==> config.mk <==
export PLATFORM = sky130hd
export DESIGN_NAME = folded_bus_adder
export DESIGN_NICKNAME = d
export VERILOG_FILES = /design/src/rtl/fbadd_pkg.sv /design/src/rtl/folded_add_ctrl.sv /design/src/rtl/folded_add_path.sv /design/src/rtl/folded_bus_adder.sv
export SDC_FILE = /design/constraint.sdc
export NUM_CORES = 1
export LEC_CHECK = 0
export ABC_AREA = 1
export ABC_CLOCK_PERIOD_IN_PS = 1980
export BUFFER_PORTS_ARGS = -buffer_cell sky130_fd_sc_hd__buf_4
export CORE_MARGIN = 3
export CORE_UTILIZATION = 60
export DETAILED_ROUTE_END_ITERATION = 8
export MAX_ROUTING_LAYER = met4
export PLACE_DENSITY = 0.76
export SETUP_SLACK_MARGIN = 0.4
export SLEW_MARGIN = 20
export SYNTH_ARGS = -nofsm -noshare
export SYNTH_HDL_FRONTEND = slang
export SYNTH_SLANG_ARGS = --single-unit
==> constraint.sdc <==
create_clock -name clk -period 1.98 [get_ports clk]
set_input_delay 0.198 -clock clk [delete_from_list [all_inputs] [get_ports clk]]
set_output_delay 0.198 -clock clk [all_outputs]
set_load 0.05 [all_outputs]
==> src/rtl/fbadd_pkg.sv <==
package fbadd_pkg;

  typedef enum logic [1:0] {
    CLS_STOP = 2'b00,
    CLS_PROP = 2'b01,
    CLS_GEN  = 2'b10
  } cellClass_e;

  typedef struct packed {
    logic load;
    logic finish;
  } addStrobe_t;

  function automatic logic [1:0] classify(input logic a, input logic b);
    return {a & b, a ^ b};
  endfunction

endpackage

==> src/rtl/folded_add_ctrl.sv <==
module folded_add_ctrl
  import fbadd_pkg::*;
#(
  parameter int WIDTH = 8
) (
  input  logic       clk,
  input  logic       rst,
  input  logic       start,
  output addStrobe_t stb,
  output logic       done
);
  localparam int CELLS = WIDTH + 1;
  localparam int HOPS  = 2 * CELLS;
  localparam int CW    = $clog2(HOPS + 1);

  logic          busy;
  logic [CW-1:0] hopCnt;

  always_comb begin
    stb.load   = start && !busy;
    stb.finish = busy && (hopCnt == CW'(HOPS));
  end

  always_ff @(posedge clk) begin
    if (rst) begin
      busy   <= 1'b0;
      hopCnt <= '0;
      done   <= 1'b0;
    end else begin
      done <= stb.finish;
      if (stb.load) begin
        busy   <= 1'b1;
        hopCnt <= '0;
      end else if (busy) begin
        if (stb.finish) busy <= 1'b0;
        else            hopCnt <= hopCnt + 1'b1;
      end
    end
  end
endmodule

==> src/rtl/folded_add_path.sv <==
module folded_add_path
  import fbadd_pkg::*;
#(
  parameter int WIDTH = 8
) (
  input  logic             clk,
  input  logic             rst,
  input  addStrobe_t       stb,
  input  logic [WIDTH-1:0] x,
  input  logic [WIDTH-1:0] y,
  output logic [WIDTH:0]   sum
);
  localparam int CELLS = WIDTH + 1;
  localparam int SEG   = CELLS;

  typedef logic [CELLS-1:0][1:0] busWord_t;

  logic [CELLS-1:0] xExt, yExt;
  busWord_t writeCodes, cellCodes, readCodes;
  busWord_t outSeg [SEG];
  busWord_t retSeg [SEG];
  logic [CELLS-1:0] carryIn;
  logic [WIDTH:0]   newSum;

  assign xExt = {1'b0, x};
  assign yExt = {1'b0, y};

  always_comb begin
    for (int i = 0; i < CELLS; i++) writeCodes[i] = classify(xExt[i], yExt[i]);
  end

  always_ff @(posedge clk) begin
    if (rst)           cellCodes <= '0;
    else if (stb.load) cellCodes <= writeCodes;
  end

  for (genvar h = 0; h < SEG; h++) begin : g_hop
    always_ff @(posedge clk) begin
      if (rst) begin
        outSeg[h] <= '0;
        retSeg[h] <= '0;
      end else begin
        outSeg[h] <= (h == 0) ? cellCodes : outSeg[(h == 0) ? 0 : h - 1];
        retSeg[h] <= (h == 0) ? outSeg[SEG-1] : retSeg[(h == 0) ? 0 : h - 1];
      end
    end
  end

  assign readCodes = retSeg[SEG-1];

  always_comb begin
    for (int i = 0; i < CELLS; i++) begin
      carryIn[i] = 1'b0;
      for (int k = 0; k < i; k++) begin
        if (readCodes[k] != CLS_PROP) carryIn[i] = (readCodes[k] == CLS_GEN);
      end
      newSum[i] = readCodes[i][0] ^ carryIn[i];
    end
  end

  always_ff @(posedge clk) begin
    if (rst)             sum <= '0;
    else if (stb.finish) sum <= newSum;
  end
endmodule

==> src/rtl/folded_bus_adder.sv <==
module folded_bus_adder
  import fbadd_pkg::*;
#(
  parameter int WIDTH = 8
) (
  input  logic             clk,
  input  logic             rst,
  input  logic             start,
  input  logic [WIDTH-1:0] x,
  input  logic [WIDTH-1:0] y,
  output logic [WIDTH:0]   sum,
  output logic             done
);
  addStrobe_t stb;

  folded_add_ctrl #(.WIDTH(WIDTH)) u_ctrl (
    .clk(clk), .rst(rst), .start(start), .stb(stb), .done(done)
  );

  folded_add_path #(.WIDTH(WIDTH)) u_path (
    .clk(clk), .rst(rst), .stb(stb), .x(x), .y(y), .sum(sum)
  );
endmodule

# Word-level counts from Yosys, hierarchy flattened
# Memories as Yosys holds them, arrays and structs flattened.
# Index checks and enable logic that the tools add are counted.
[classes]
add_sub_neg = 1
n_eq_ne = 17
muxes = 32
bitwise_logic = 43
n_reduce_logical = 5
[op_table]
columns = ["operator", "n"]
rows = [
  ["two-way mux 18 bit", 18],
  ["bitwise OR 1 bit", 18],
  ["equality test 2 bit, second input constant", 8],
  ["!= test 2 x 1 -> 1 bit, second input constant", 8],
  ["bitwise XOR 1 bit", 16],
  ["two-way mux 1 bit", 14],
  ["bitwise AND 1 bit", 8],
  ["adder 5 x 1 -> 5 bit, second input constant", 1],
  ["equality test 5 bit, second input constant", 1],
  ["logical AND 1 bit", 2],
  ["AND reduction 2 bit", 1],
  ["OR reduction 2 bit", 1],
  ["zero test 1 bit", 1],
  ["inverter 1 bit", 1],
]
[word_totals]
regBits = 32
ram_bits = 324
mem_count = 2
[memory_table]
columns = ["memory", "depth", "word_bits", "rd", "rd_clocked_by_memory_dff", "wr", "line_no", "rtl"]
rows = [
  ["u_path.outSeg", 9, 18, 9, 0, 9, "folded_add_path.sv:20", "busWord_t outSeg [SEG];"],
  ["u_path.retSeg", 9, 18, 9, 0, 9, "folded_add_path.sv:21", "busWord_t retSeg [SEG];"],
]

# Logic depth before layout (Yosys ltp)
# Gate-level depths: netlist of run 1.
# An unclocked memory read counts as a cell.
[depth]
word_depth = 11
mapped_depth = 17
mapped_depth_nobuf = 17

# Modules after synthesis
# From an unflattened synthesis of run 1, not the netlist that was laid out.
[hier_totals]
cells_unflattened = 1099
hier_area_um2 = 9586.7
[by_module_without_submodules]
columns = ["mod", "instances", "cells_each", "area_per_inst_um2", "seq_area_each_um2"]
rows = [
  ["folded_add_path", 1, 1047, 9211.3, 6266.0],
  ["folded_add_ctrl", 1, 52, 375.4, 140.1],
]

# Worst setup path after synthesis of run 1
# OpenSTA, ideal clock, no wires.
[synth_timing]
kind = "reg2reg"
start = "memory u_path.retSeg[8][0] (netlist bit)"
end = "register u_path.sum[7]"
setup_ns = 0.118
t_arrival_ns = 1.293
slack_ns = 0.570
stages_incl_launch_ff = 17
path_buffers = 0
cell_sequence = "dfxtp_1 nor2_2 nand2_1 nand2_2 nand2_2 nand2_2 nand2_2 nand2_2 nand2_2 nand2_2 nand2_2 nand2_2 nand2_2 nand3_1 nand2_1 nor2_1 nor2_1"
[synth_lines]
columns = ["item", "line_no", "rtl"]
rows = [
  ["start, declared", "folded_add_path.sv:21", ""],
  ["end signal, assigned", "folded_add_path.sv:63", "else if (stb.finish) sum <= newSum;"],
  ["end, declared", "folded_add_path.sv:11", "output logic [WIDTH:0] sum"],
]

# Final worst setup path of run 1
[layout_timing]
start = "register u_ctrl.hopCnt[0]"
end = "register u_ctrl.hopCnt[4]"
[layout_via]
elab_chain_cells = 4
elab_cells_between_ends = 5
[layout_lines]
columns = ["item", "line_no", "rtl"]
rows = [
  ["start, declared", "folded_add_ctrl.sv:17", "logic [CW-1:0] hopCnt;"],
  ["start signal, assigned", "folded_add_ctrl.sv:36", "else hopCnt <= hopCnt + 1'b1;"],
  ["parallel branches: the longest is 4 deep, another holds adder 5 x 1 -> 5 bit", "--", ""],
]
# Several ways; the timed one is not identified.
# A chain may end at the register's enable or synchronous reset.

==> results of run 1 <==
## stage by stage
stage	utilization (%)	cell area (sq um)
6_report	71.0	10900
5_1_grt	71.0	10900
4_1_cts	70.8	10800
3_5_place_dp	64.6	9890
3_3_place_gp	64.6	9890
2_1_floorplan	-	9490
## Yosys cell counts
master,instances
nand2_1,18
a21oi_2,1
xnor2_1,1
nand2_2,10
nand3_1,3
nor3b_1,2
o21ai_0,23
nor2_1,303
o21a_1,1
inv_1,305
inv_2,1
xor2_1,6
o21ai_1,2
nor2_2,3
a21oi_1,22
a211oi_1,1
or2_0,1
o21bai_1,3
nor3_1,1
clkbuf_1,38
dfxtp_1,320
ha_1,10
## critical path, cell delays in order, from the launching register on
cell,delay [ns]
dfxtp_1,0.38
inv_1,0.07
ha_1,0.20
nand3_1,0.13
nand2_2,0.12
nor3_2,0.16
nand2_1,0.09
or2_0,0.20
a21oi_1,0.12
## where the power goes
| group | switching, uW | internal, uW |
|---|---|---|
| Clock | 2180 | 3170 |
| Combinational | 171 | 76.9 |
| Sequential | 20.7 | 6510 |
| Total | 2370 | 9750 |
## state kept, by name (all words and copies together), names as in the netlist
signal	flops
u_path.outSeg	144
u_ctrl.done	1
u_path.sum	9
u_ctrl.hopCnt	5
u_path.cellCodes	16
u_path.retSeg	144
u_ctrl.busy	1
## layout make-up
type | instances | share of cell area (%)
clock buffers | 47 | 8.12
clock inverters | 5 | 0.529
inverters | 306 | 10.6
multi-input cells | 411 | 16.8
flip-flops and latches | 320 | 58.9
well taps | 211 | 2.43
repair buffers | 35 | 2.70
## worst min-delay path by stage
| stage | to | cells after the start |
|---|---|---|
| after floorplan | u_path.outSeg[1][0] | 2 |
| after global placement | u_path.retSeg[3][8] | 2 |
| after detailed placement | u_path.outSeg[4][3] | 2 |
| after CTS | u_ctrl.busy | 3 |
| after global routing | u_ctrl.busy | 3 |
| final | u_ctrl.busy | 3 |
## layer usage
metal | GRT usage [%] | vias up | wire (microns)
met1 | 15.0 | 2566 | 5270
met5 | - | - | 0
met4 | 4.32 | 0 | 342
met2 | 30.2 | 52 | 6680
li1 | - | 3035 | -
met3 | 2.94 | 28 | 393
## cell usage in the layout, fill, tap and decap left out, drive strengths merged, types with 2 or more instances in the layout
| master | n |
|---|---|
| xor2 | 6 |
| nand3 | 3 |
| nor3b | 2 |
| nor2 | 306 |
| o21ai | 25 |
| ha | 10 |
| buf | 34 |
| inv | 308 |
| clkbuf | 48 |
| o21bai | 3 |
| clkinv | 2 |
| nand2 | 28 |
| a21oi | 23 |
| dfxtp | 320 |
## kinds of logic (layout without fill, tap and decap cells)
kind of cell,count (synthesis),count (layout),share of synthesized area [%]
AND/OR/NAND/NOR,341,341,14.0
flip-flops,320,320,67.5
XOR/XNOR,7,7,0.646
AO/OA/AOI/OAI,53,53,2.97
buffers and inverters,344,393,13.6
adder cells (fa/ha/maj),10,10,1.32
## repair_timing
action,4_1_cts,5_1_grt
hold buffers,0,0
setup endpoints to repair,1,4
pin swaps,0,9
setup buffers,0,2
gates resized for setup,1,10
==> run summary, run 1 <==
Yosys cell types -> 22
Die Ht -> 132 microns
Fillcell total -> 1137
Antenna Violating Nets Remaining -> 0
Skew final -> 0.00651 ns
Hold crit path type -> in2reg
Hold Crit Start -> start
Max FO, Critical Path -> 6
Final setup viols -> 0
Mapped Avg Cell Area -> 8.83 sq um
Cell Area, Synth -> 9490 sq um
Slew Limit Fails -> 0
Reg2Reg Capture Point -> u_ctrl.hopCnt[4]
Worst setup margin -> 0.425 ns
Internal reg-to-reg setup slack -> 0.43 ns
Endpoint class of the critical path -> flip-flop
Syn nets -> 1104
Clock H-tree levels -> 1
Vias/cell -> 4.26
Final Cycle Share -> 78.5%
Nets@finish -> 1132
Sequential area share after synthesis -> 67.5%
Yosys reg bits -> 320
Area grow syn2layout -> 14.6%
CTS Buf Count -> 29
Sequential Area -> 6410 sq um
Reg2Reg Launch Point -> u_ctrl.hopCnt[0]
Wirelength per Cell -> 9.50 microns
Required time worst endpoint -> 2.44 ns
Grt ovf -> 0
Critical path class -> reg2reg
Power Density -> 1110 nW/um^2
Status -> finished, final reports clean
IO Count -> 29
Die extent in x -> 132 microns
RSZ-0062 raised after global routing -> true
Placer Congestion -> 0.813
Syn. warnings -> 0
GRT Total Usage -> 15.3%
Post-synth top area share -> 67.5%
Cells after synthesis -> 1075
Area of the multi-input gates -> 1830 sq um
Fin. Hold Viols -> 0
Setup crit start kind -> flip-flop
Clock tree sinks -> 320
Total length of routed wires -> 12700 microns
Leak Pwr -> 0.00437 uW
Slew HR -> 45.5%
Post-Layout Cell Count -> 1335
Root Buffer -> clkbuf_16
Inserted Diodes -> 0
Vias in the first global route -> 5537
Std cell rows -> 45
Actual slew at the worst max-slew pin -> 0.817 ns
Detailed Routing Iterations Pass 1 -> 4
Clock Tree Buf Depth -> 3
Vias -> 5681
First DRT Iteration DRCs -> 217
Crit path capture -> u_ctrl.hopCnt[4]
Dpl cells -> 1281
Reg2Reg Depth -> 8
Initial antenna violation count -> 0
IO buf count -> 28
First-pass GRT wire length -> 22100 microns
Final Critical Period -> 1.55 ns
CP arrival -> 2.01 ns
Synth area leader -> dfxtp_1
Clock Latency Late Sink -> 0.53 ns
HPWL Detailed -> 7130 microns
Peak supply drop -> 0.894 mV
Core area -> 15300 sq um
Total power of the final layout -> 12100 uW
Max-cap violation count -> 0
# DRC -> 0
Worst setup startpoint -> u_ctrl.hopCnt[0]
Die area -> 17400 sq um
F_max -> 643 MHz
Placement Setup Slack -> 0.373 ns
CTS tree -> yes
Share of post-route cells with drive strength above 1 -> 9.16%
Synth top area cells -> dfxtp_1, inv_1, nor2_1
Fin Setup TNS -> 0 ns
Post-Route Hold Slack -> 0.0407 ns
Initial core utilization -> 62.0%
Clock transition at path regs -> 0.06 ns
Largest net degree at the start of global routing -> 195
No activity file was read; power rests on OpenSTA's default activity.
==> run 2: changes to the inputs <==
--- a/config.mk
+++ b/config.mk
@@ -5,14 +5,14 @@
 export SDC_FILE = /design/constraint.sdc
 export NUM_CORES = 1
 export LEC_CHECK = 0
-export ABC_AREA = 1
-export ABC_CLOCK_PERIOD_IN_PS = 1980
+export ABC_AREA = 0
+export ABC_CLOCK_PERIOD_IN_PS = 1300
 export BUFFER_PORTS_ARGS = -buffer_cell sky130_fd_sc_hd__buf_4
 export CORE_MARGIN = 3
-export CORE_UTILIZATION = 60
+export CORE_UTILIZATION = 54
 export DETAILED_ROUTE_END_ITERATION = 8
 export MAX_ROUTING_LAYER = met4
-export PLACE_DENSITY = 0.76
+export PLACE_DENSITY = 0.72
 export SETUP_SLACK_MARGIN = 0.4
 export SLEW_MARGIN = 20
 export SYNTH_ARGS = -nofsm -noshare
==> constraint.sdc (replaced) <==
create_clock -name clk -period 1.3 [get_ports clk]
set_input_delay 0.13 -clock clk [delete_from_list [all_inputs] [get_ports clk]]
set_output_delay 0.13 -clock clk [all_outputs]
set_load 0.05 [all_outputs]
==> run 2 against run 1 <==
Compared with the run above:
- the flow now finishes with violations (negative setup slack)
- synthesized area decreased by 2.0%
- core utilization is 1.0 points lower
- count of clock-buffer cells in the layout shrank 7
- power grew 62%
- non-clock buffer count increased by 55
- synthesized cell count is 25% lower
- largest cell class unchanged
- largest power group unchanged
- highest routed layer unchanged
==> run summary, run 2 <==
CTS Buf Count -> 31 (was 29)
Most frequent cell after synthesis -> dfxtp_1 (unchanged)
Vias in the first global route -> 5312 (was 5537)
Sequential area share after synthesis -> 68.9% (was 67.5%)
First-pass GRT wire length -> 23900 microns (was 22100 microns)
Hold crit path type -> in2reg (unchanged)
Die Ht -> 137 microns (was 132 microns)
Wirelength per Cell -> 12.6 microns (was 9.50 microns)
# DRC -> 0 (unchanged)
Cells after synthesis -> 801 (was 1075)
Clock tree sinks -> 320 (unchanged)
Synth top area cells -> dfxtp_1, nor2b_1, nand2_1 (was dfxtp_1, inv_1, nor2_1)
F_max -> 628 MHz (was 643 MHz)
Post-synth EDFFs -> 0 (unchanged)
Critical path class -> reg2reg (unchanged)
Antenna Violating Nets Remaining -> 0 (unchanged)
Slew Limit Fails -> 0 (unchanged)
Power Density -> 1680 nW/um^2 (was 1110 nW/um^2)
Slew HR -> 71.5% (was 45.5%)
Max FO, Critical Path -> 2 (was 6)
Leak Pwr -> 0.00478 uW (was 0.00437 uW)
HPWL Detailed -> 7610 microns (was 7130 microns)
Detailed Routing Iterations Pass 1 -> 4 (unchanged)
Total power of the final layout -> 19600 uW (was 12100 uW)
Skew final -> 0.00730 ns (was 0.00651 ns)
Peak supply drop -> 1.37 mV (was 0.894 mV)
First DRT Iteration DRCs -> 178 (was 217)
Yosys cell types -> 36 (was 22)
Commonest non-fill, non-tap cells in the layout -> dfxtp_1, nor2b_1, buf_4, clkbuf_16, nand2_1 (was dfxtp_1, inv_1, nor2_1, buf_4, clkbuf_16)
IO Count -> 29 (unchanged)
Clock H-tree levels -> 1 (unchanged)
Fillcell total -> 1171 (was 1137)
Final Cycle Share -> 122% (was 78.5%)
Std cell rows -> 47 (was 45)
Syn nets -> 830 (was 1104)
CP arrival -> 2.05 ns (was 2.01 ns)
Worst setup margin -> -0.292 ns (was 0.425 ns)
Fraction of registers with async set/reset -> 0% (unchanged)
Most common cell after layout, fill and taps aside -> dfxtp_1 (unchanged)
Synth top cells by count -> dfxtp_1, nor2b_1, nand2_1, clkbuf_1, a21oi_1 (was dfxtp_1, inv_1, nor2_1, clkbuf_1, o21ai_0)
Cell Area, Synth -> 9300 sq um (was 9490 sq um)
Total length of routed wires -> 14200 microns (was 12700 microns)
Die extent in x -> 137 microns (was 132 microns)
Initial core utilization -> 55.7% (was 62.0%)
Vias/cell -> 4.60 (was 4.26)
Required time worst endpoint -> 1.75 ns (was 2.44 ns)
Failing checks -> negative setup slack
Post-synth top area share -> 68.9% (was 67.5%)
Clock transition at path regs -> 0.06 ns (about the same)
Setup crit start kind -> flip-flop (unchanged)
Vias -> 5185 (was 5681)
Yosys reg bits -> 320 (unchanged)
Die area -> 18800 sq um (was 17400 sq um)
IO buf count -> 28 (unchanged)
Post-Route Utilization -> 70.0% (was 71.0%)
Max-cap violation count -> 0 (unchanged)
Final setup viols -> 14 (was 0)
Share of post-route cells with drive strength above 1 -> 21.4% (was 9.16%)
RSZ-0062 raised after global routing -> true (unchanged)
Largest net degree at the start of global routing -> 62 (was 195)
Clock Latency Late Sink -> 0.53 ns (about the same)
GRT Total Usage -> 15.9% (was 15.3%)
Endpoint class of the critical path -> flip-flop (unchanged)
Initial antenna violation count -> 0 (unchanged)
Fin. Hold Viols -> 0 (unchanged)
Root Buffer -> clkbuf_16 (unchanged)
Actual slew at the worst max-slew pin -> 0.428 ns (was 0.817 ns)
Syn. warnings -> 0 (unchanged)
Status -> complete, but fails checks (was finished, final reports clean)
Grt ovf -> 0 (unchanged)
Top_reg_cell synth -> dfxtp_1 (unchanged)
Synth area leader -> dfxtp_1 (unchanged)
Final Critical Period -> 1.59 ns (was 1.55 ns)
Mapped Avg Cell Area -> 11.6 sq um (was 8.83 sq um)
Area grow syn2layout -> 25.7% (was 14.6%)
Core area -> 16700 sq um (was 15300 sq um)
Placer Congestion -> 0.798 (was 0.813)
Clock Tree Buf Depth -> 3 (unchanged)
Nets@finish -> 914 (was 1132)
Dpl cells -> 1041 (was 1281)
CTS tree -> yes (unchanged)
Inserted Diodes -> 0 (unchanged)
Top flop regs -> u_path.outSeg: 144 flops, u_path.retSeg: 144 flops, u_path.cellCodes: 16 flops (unchanged)
Post-Layout Cell Count -> 1128 (was 1335)
==> run 2: changes by cell type after synthesis, moves of 5 or more <==
| cell | previous run | this run |
|---|---|---|
| nor2_1 | 303 | 13 |
| o21ai_0 | 23 | 1 |
| nor2b_1 | 0 | 299 |
| nand2_2 | 10 | 0 |
| nand2_1 | 18 | 45 |
| inv_1 | 305 | 2 |
| nand2b_1 | 0 | 5 |
==> run 2: timing repair <==
action | in CTS | in global routing
buffers inserted | 10 | 3
resized for setup | 85 | 21
setup endpoints to repair | 42 | 42
hold endpoints to repair | 14 | 0
gates cloned | 2 | 0
pin swaps | 27 | 14
hold buffers | 16 | 0
==> run 2: final cells by class <==
type | instances | area, sq um | share of cell area [%]
clock buffers | 40 | 860 | 7.35
clock inverters | 16 | 220 | 1.88
inverters | 2 | 7.51 | 0.0642
multi-input cells | 440 | 3000 | 25.7
flip-flops and latches | 320 | 6420 | 54.9
well taps | 220 | 275 | 2.35
repair buffers | 90 | 907 | 7.76
==> run 2: where the power goes <==
| group | total (uW) | switching (uW) | internal (uW) |
|---|---|---|---|
| Combinational | 572 | 328 | 245 |
| Clock | 9160 | 3510 | 5650 |
| Sequential | 9900 | 27.7 | 9880 |
| Total | 19600 | 3860 | 15800 |
==> run 2: final timing paths <==
check,start,endpoint,slack (ns),cells past startpoint
worst max-delay path,u_ctrl.hopCnt[0],u_path.sum[7],-0.29,7
worst min-delay path,y[1],u_path.cellCodes[2],0.04,4
worst max register to register,u_ctrl.hopCnt[0],u_path.sum[7],-0.29,7
worst min register to register,u_path.retSeg[2][2],u_path.retSeg[3][2],0.43,1
==> run 2: logic make-up (layout without fill, tap and decap cells) <==
logic type,count (synthesis),in the layout,share of synthesized area (%)
AOI/OAI and AO/OA,39,39,2.64
xor gates and xnor gates,11,11,1.04
adders and majority gates,10,10,1.34
buffers and inverters,42,148,1.71
DFF,320,320,68.9
and+or+nand+nor,379,380,24.4
==> run 2: metal layers <==
layer  part of all wire, %  vias up  track usage (%)
met3                   2.9       30             2.99
met4                   2.2        0             4.88
met2                    52       65             28.0
li1                      -     2659                -
met1                    43     2431             18.6
met5                     0        -                -
==> run 2: metrics by stage <==
| stage | setup WS (ns) | TNS [ns] | hold slack (ns) | cell area (sq um) |
|---|---|---|---|---|
| 2_1_floorplan | -0.210 | -0.410 | 0.395 | 9390 |
| 3_3_place_gp | -0.216 | -1.12 | 0.415 | 9950 |
| 3_5_place_dp | -0.260 | -2.00 | 0.420 | 9950 |
| 4_1_cts | -0.253 | -2.27 | 0.0102 | 11600 |
| 5_1_grt | -0.357 | -3.62 | 0.0319 | 11700 |
| 6_report | -0.292 | -2.55 | 0.0383 | 11700 |
==> run 2: worst max-delay path, cell delays in order, from the launching register on <==
cell and delay (ns):
dfxtp_2 0.32, inv_2 0.05, ha_1 0.13, and4bb_1 0.24
and2_4 0.16, nand2_1 0.05, or4_4 0.42, a41oi_2 0.13
==> run 3: changes to the inputs <==
--- a/config.mk
+++ b/config.mk
@@ -13,7 +13,6 @@
 export DETAILED_ROUTE_END_ITERATION = 8
 export MAX_ROUTING_LAYER = met4
 export PLACE_DENSITY = 0.72
-export SETUP_SLACK_MARGIN = 0.4
 export SLEW_MARGIN = 20
 export SYNTH_ARGS = -nofsm -noshare
 export SYNTH_HDL_FRONTEND = slang
==> run 3 against run 2 <==
Compared with the run above:
- the run still ends with negative setup slack left
- worst setup slack worse by 0.0023 ns
- fmax decreased by 0.14%
- non-clock buffer count fell by 6
- combinational power decreased by 20%
- sequential power about the same
- routed wire length down 5.1%
- flip-flop and latch count stayed put
- critical path depth is 2 lower
- cell count shrank 0.80%
- clock power decreased by 9.0%
- highest routed layer unchanged
==> run summary, run 3 (same netlist as run 2, synthesis figures left out) <==
Status -> complete, but fails checks (unchanged)
Failing checks -> negative setup slack (unchanged)
Initial core utilization -> 55.7% (unchanged)
Die Ht -> 137 microns (unchanged)
Die extent in x -> 137 microns (unchanged)
Core area -> 16700 sq um (unchanged)
Peak supply drop -> 1.25 mV (was 1.37 mV)
Placement Setup Slack -> -0.306 ns (was -0.260 ns)
IO buf count -> 28 (unchanged)
Fillcell total -> 1218 (was 1171)
Most common cell after layout, fill and taps aside -> dfxtp_1 (unchanged)
Area grow syn2layout -> 21.1% (was 25.7%)
Nets@finish -> 905 (was 914)
Endpoint class of the critical path -> flip-flop (unchanged)
# DRC -> 0 (unchanged)
Reg2Reg Launch Point -> u_path.retSeg[8][2] (was u_ctrl.hopCnt[0])
Total length of routed wires -> 13500 microns (was 14200 microns)
Largest net degree at the start of global routing -> 57 (was 62)
CP max stage delay -> 0.49 ns (was 0.42 ns)
Actual slew at the worst max-slew pin -> 0.421 ns (was 0.428 ns)
Internal reg-to-reg setup slack -> -0.29 ns (about the same)
Max FO, Critical Path -> 4 (was 2)
Commonest non-fill, non-tap cells in the layout -> dfxtp_1, nor2b_1, buf_4, nand2_1, clkbuf_16 (was dfxtp_1, nor2b_1, buf_4, clkbuf_16, nand2_1)
Fin. Hold Viols -> 0 (unchanged)
Reg2Reg Capture Point -> u_path.sum[7] (unchanged)
Top flop regs -> u_path.outSeg: 144 flops, u_path.retSeg: 144 flops, u_path.cellCodes: 16 flops (unchanged)
Critical path class -> reg2reg (unchanged)
Hold endpoint -> u_path.cellCodes[6] (was u_path.cellCodes[2])
Final Cycle Share -> 123% (was 122%)
Clock Latency Late Sink -> 0.53 ns (about the same)
Final Critical Period -> 1.59 ns (about the same)
Inserted Diodes -> 0 (unchanged)
Placer Congestion -> 0.824 (was 0.798)
Power Density -> 1660 nW/um^2 (was 1680 nW/um^2)
Wirelength per Cell -> 12.0 microns (was 12.6 microns)
Hold Crit Start -> y[3] (was y[1])
Vias/cell -> 4.55 (was 4.60)
Setup crit start kind -> flip-flop (unchanged)
Vias in the first global route -> 5211 (was 5312)
Slew HR -> 71.9% (was 71.5%)
Dpl cell area -> 9980 sq um (was 9950 sq um)
Detailed Routing Iterations Pass 1 -> 5 (was 4)
Post-Layout Inst Area -> 11300 sq um (was 11700 sq um)
Antenna Violating Nets Remaining -> 0 (unchanged)
Hold crit path type -> in2reg (unchanged)
CTS Buf Count -> 29 (was 31)
CTS tree -> yes (unchanged)
Critical Path, Cell by Cell -> and2b_1, o211ai_2, nand2_1, or4_4, a41oi_2 (was inv_2, ha_1, and4bb_1, and2_4, nand2_1, or4_4, a41oi_2)
Share of post-route cells with drive strength above 1 -> 16.5% (was 21.4%)
GRT Total Usage -> 15.5% (was 15.9%)
Final setup viols -> 11 (was 14)
Clock transition at path regs -> 0.06 ns (about the same)
Root Buffer -> clkbuf_16 (unchanged)
First-pass GRT wire length -> 23300 microns (was 23900 microns)
Clock tree sinks -> 320 (unchanged)
Worst setup margin -> -0.295 ns (was -0.292 ns)
RSZ-0062 raised after global routing -> true (unchanged)
Clock H-tree levels -> 1 (unchanged)
Slowest CP cell -> or4_4 (unchanged)
Max-cap violation count -> 0 (unchanged)
CP arrival -> 2.04 ns (was 2.05 ns)
First DRT Iteration DRCs -> 158 (was 178)
Worst Hold Depth -> 4 (unchanged)
Std cell rows -> 47 (unchanged)
Initial antenna violation count -> 0 (unchanged)
Required time worst endpoint -> 1.74 ns (was 1.75 ns)
Clock Tree Buf Depth -> 3 (unchanged)
F_max -> 627 MHz (was 628 MHz)
Vias -> 5090 (was 5185)
Slew Limit Fails -> 0 (unchanged)
Skew final -> 0.0107 ns (was 0.00730 ns)
HPWL Detailed -> 7860 microns (was 7610 microns)
Reg2Reg Depth -> 5 (was 7)
Die area -> 18800 sq um (unchanged)
Leak Pwr -> 0.00458 uW (was 0.00478 uW)
IO Count -> 29 (unchanged)
Grt ovf -> 0 (unchanged)
-- run 3: worst max-delay path: cells and delay by family (launching register included) --
kind,cells,cell delay (ns)
AO/OA/AOI/OAI,2,0.36
flip-flops,1,0.35
AND/OR/NAND/NOR,3,0.81
-- run 3: repair_timing --
item | 4_1_cts | 5_1_grt
hold buffers | 22 | 0
pin swaps | 13 | 9
endpoints found under the setup margin | 13 | 18
buffers inserted | 2 | 2
hold endpoints to repair | 17 | 0
resized for setup | 16 | 12
-- run 3: stage by stage --
step                      power (uW)  util (%)  std cells  hold slack [ns]  TNS, ns
final                          18700      67.5       1119           0.0336    -1.13
after global routing           19300      67.5       1119           0.0646    -1.96
after CTS                      18900      67.3       1121           0.0667    -1.16
after detailed placement       10500      59.8       1044            0.420    -1.55
after global placement         10500      59.8       1044            0.415    -1.11
after floorplan                10400         -        801            0.395   -0.417
-- run 3: report_power, final --
part / internal, uW / switching, uW
sequential: 9870 / 24.3
combinational: 198 / 262
clock: 4820 / 3520
total: 14900 / 3810
-- run 3: metal layers --
metal | track usage, % | wire length [microns]
met3 | 3.29 | 461
met5 | - | 0
met4 | 4.60 | 322
met1 | 16.9 | 5610
met2 | 28.2 | 7090
-- run 3: area by class of cell --
type / instances / area [sq um] / area share [%]
multi-input cells: 439 / 2830 / 25.1
clock buffers: 36 / 802 / 7.12
well taps: 220 / 275 / 2.44
inverters: 2 / 7.51 / 0.0666
repair buffers: 84 / 774 / 6.87
clock inverters: 18 / 165 / 1.47
flip-flops and latches: 320 / 6410 / 56.9
-- run 3: how the worst max path moves through the flow --
stage	slack (ns)	cells after the start	end	start
after CTS	-0.28	5	u_path.sum[7]	u_path.retSeg[8][2]
after global placement	-0.22	5	u_path.sum[7]	u_path.retSeg[8][3]
after detailed placement	-0.31	5	u_path.sum[7]	u_path.retSeg[8][3]
final	-0.29	5	u_path.sum[7]	u_path.retSeg[8][2]
after floorplan	-0.21	7	u_path.sum[7]	u_ctrl.hopCnt[0]
after global routing	-0.35	5	u_path.sum[7]	u_path.retSeg[8][2]
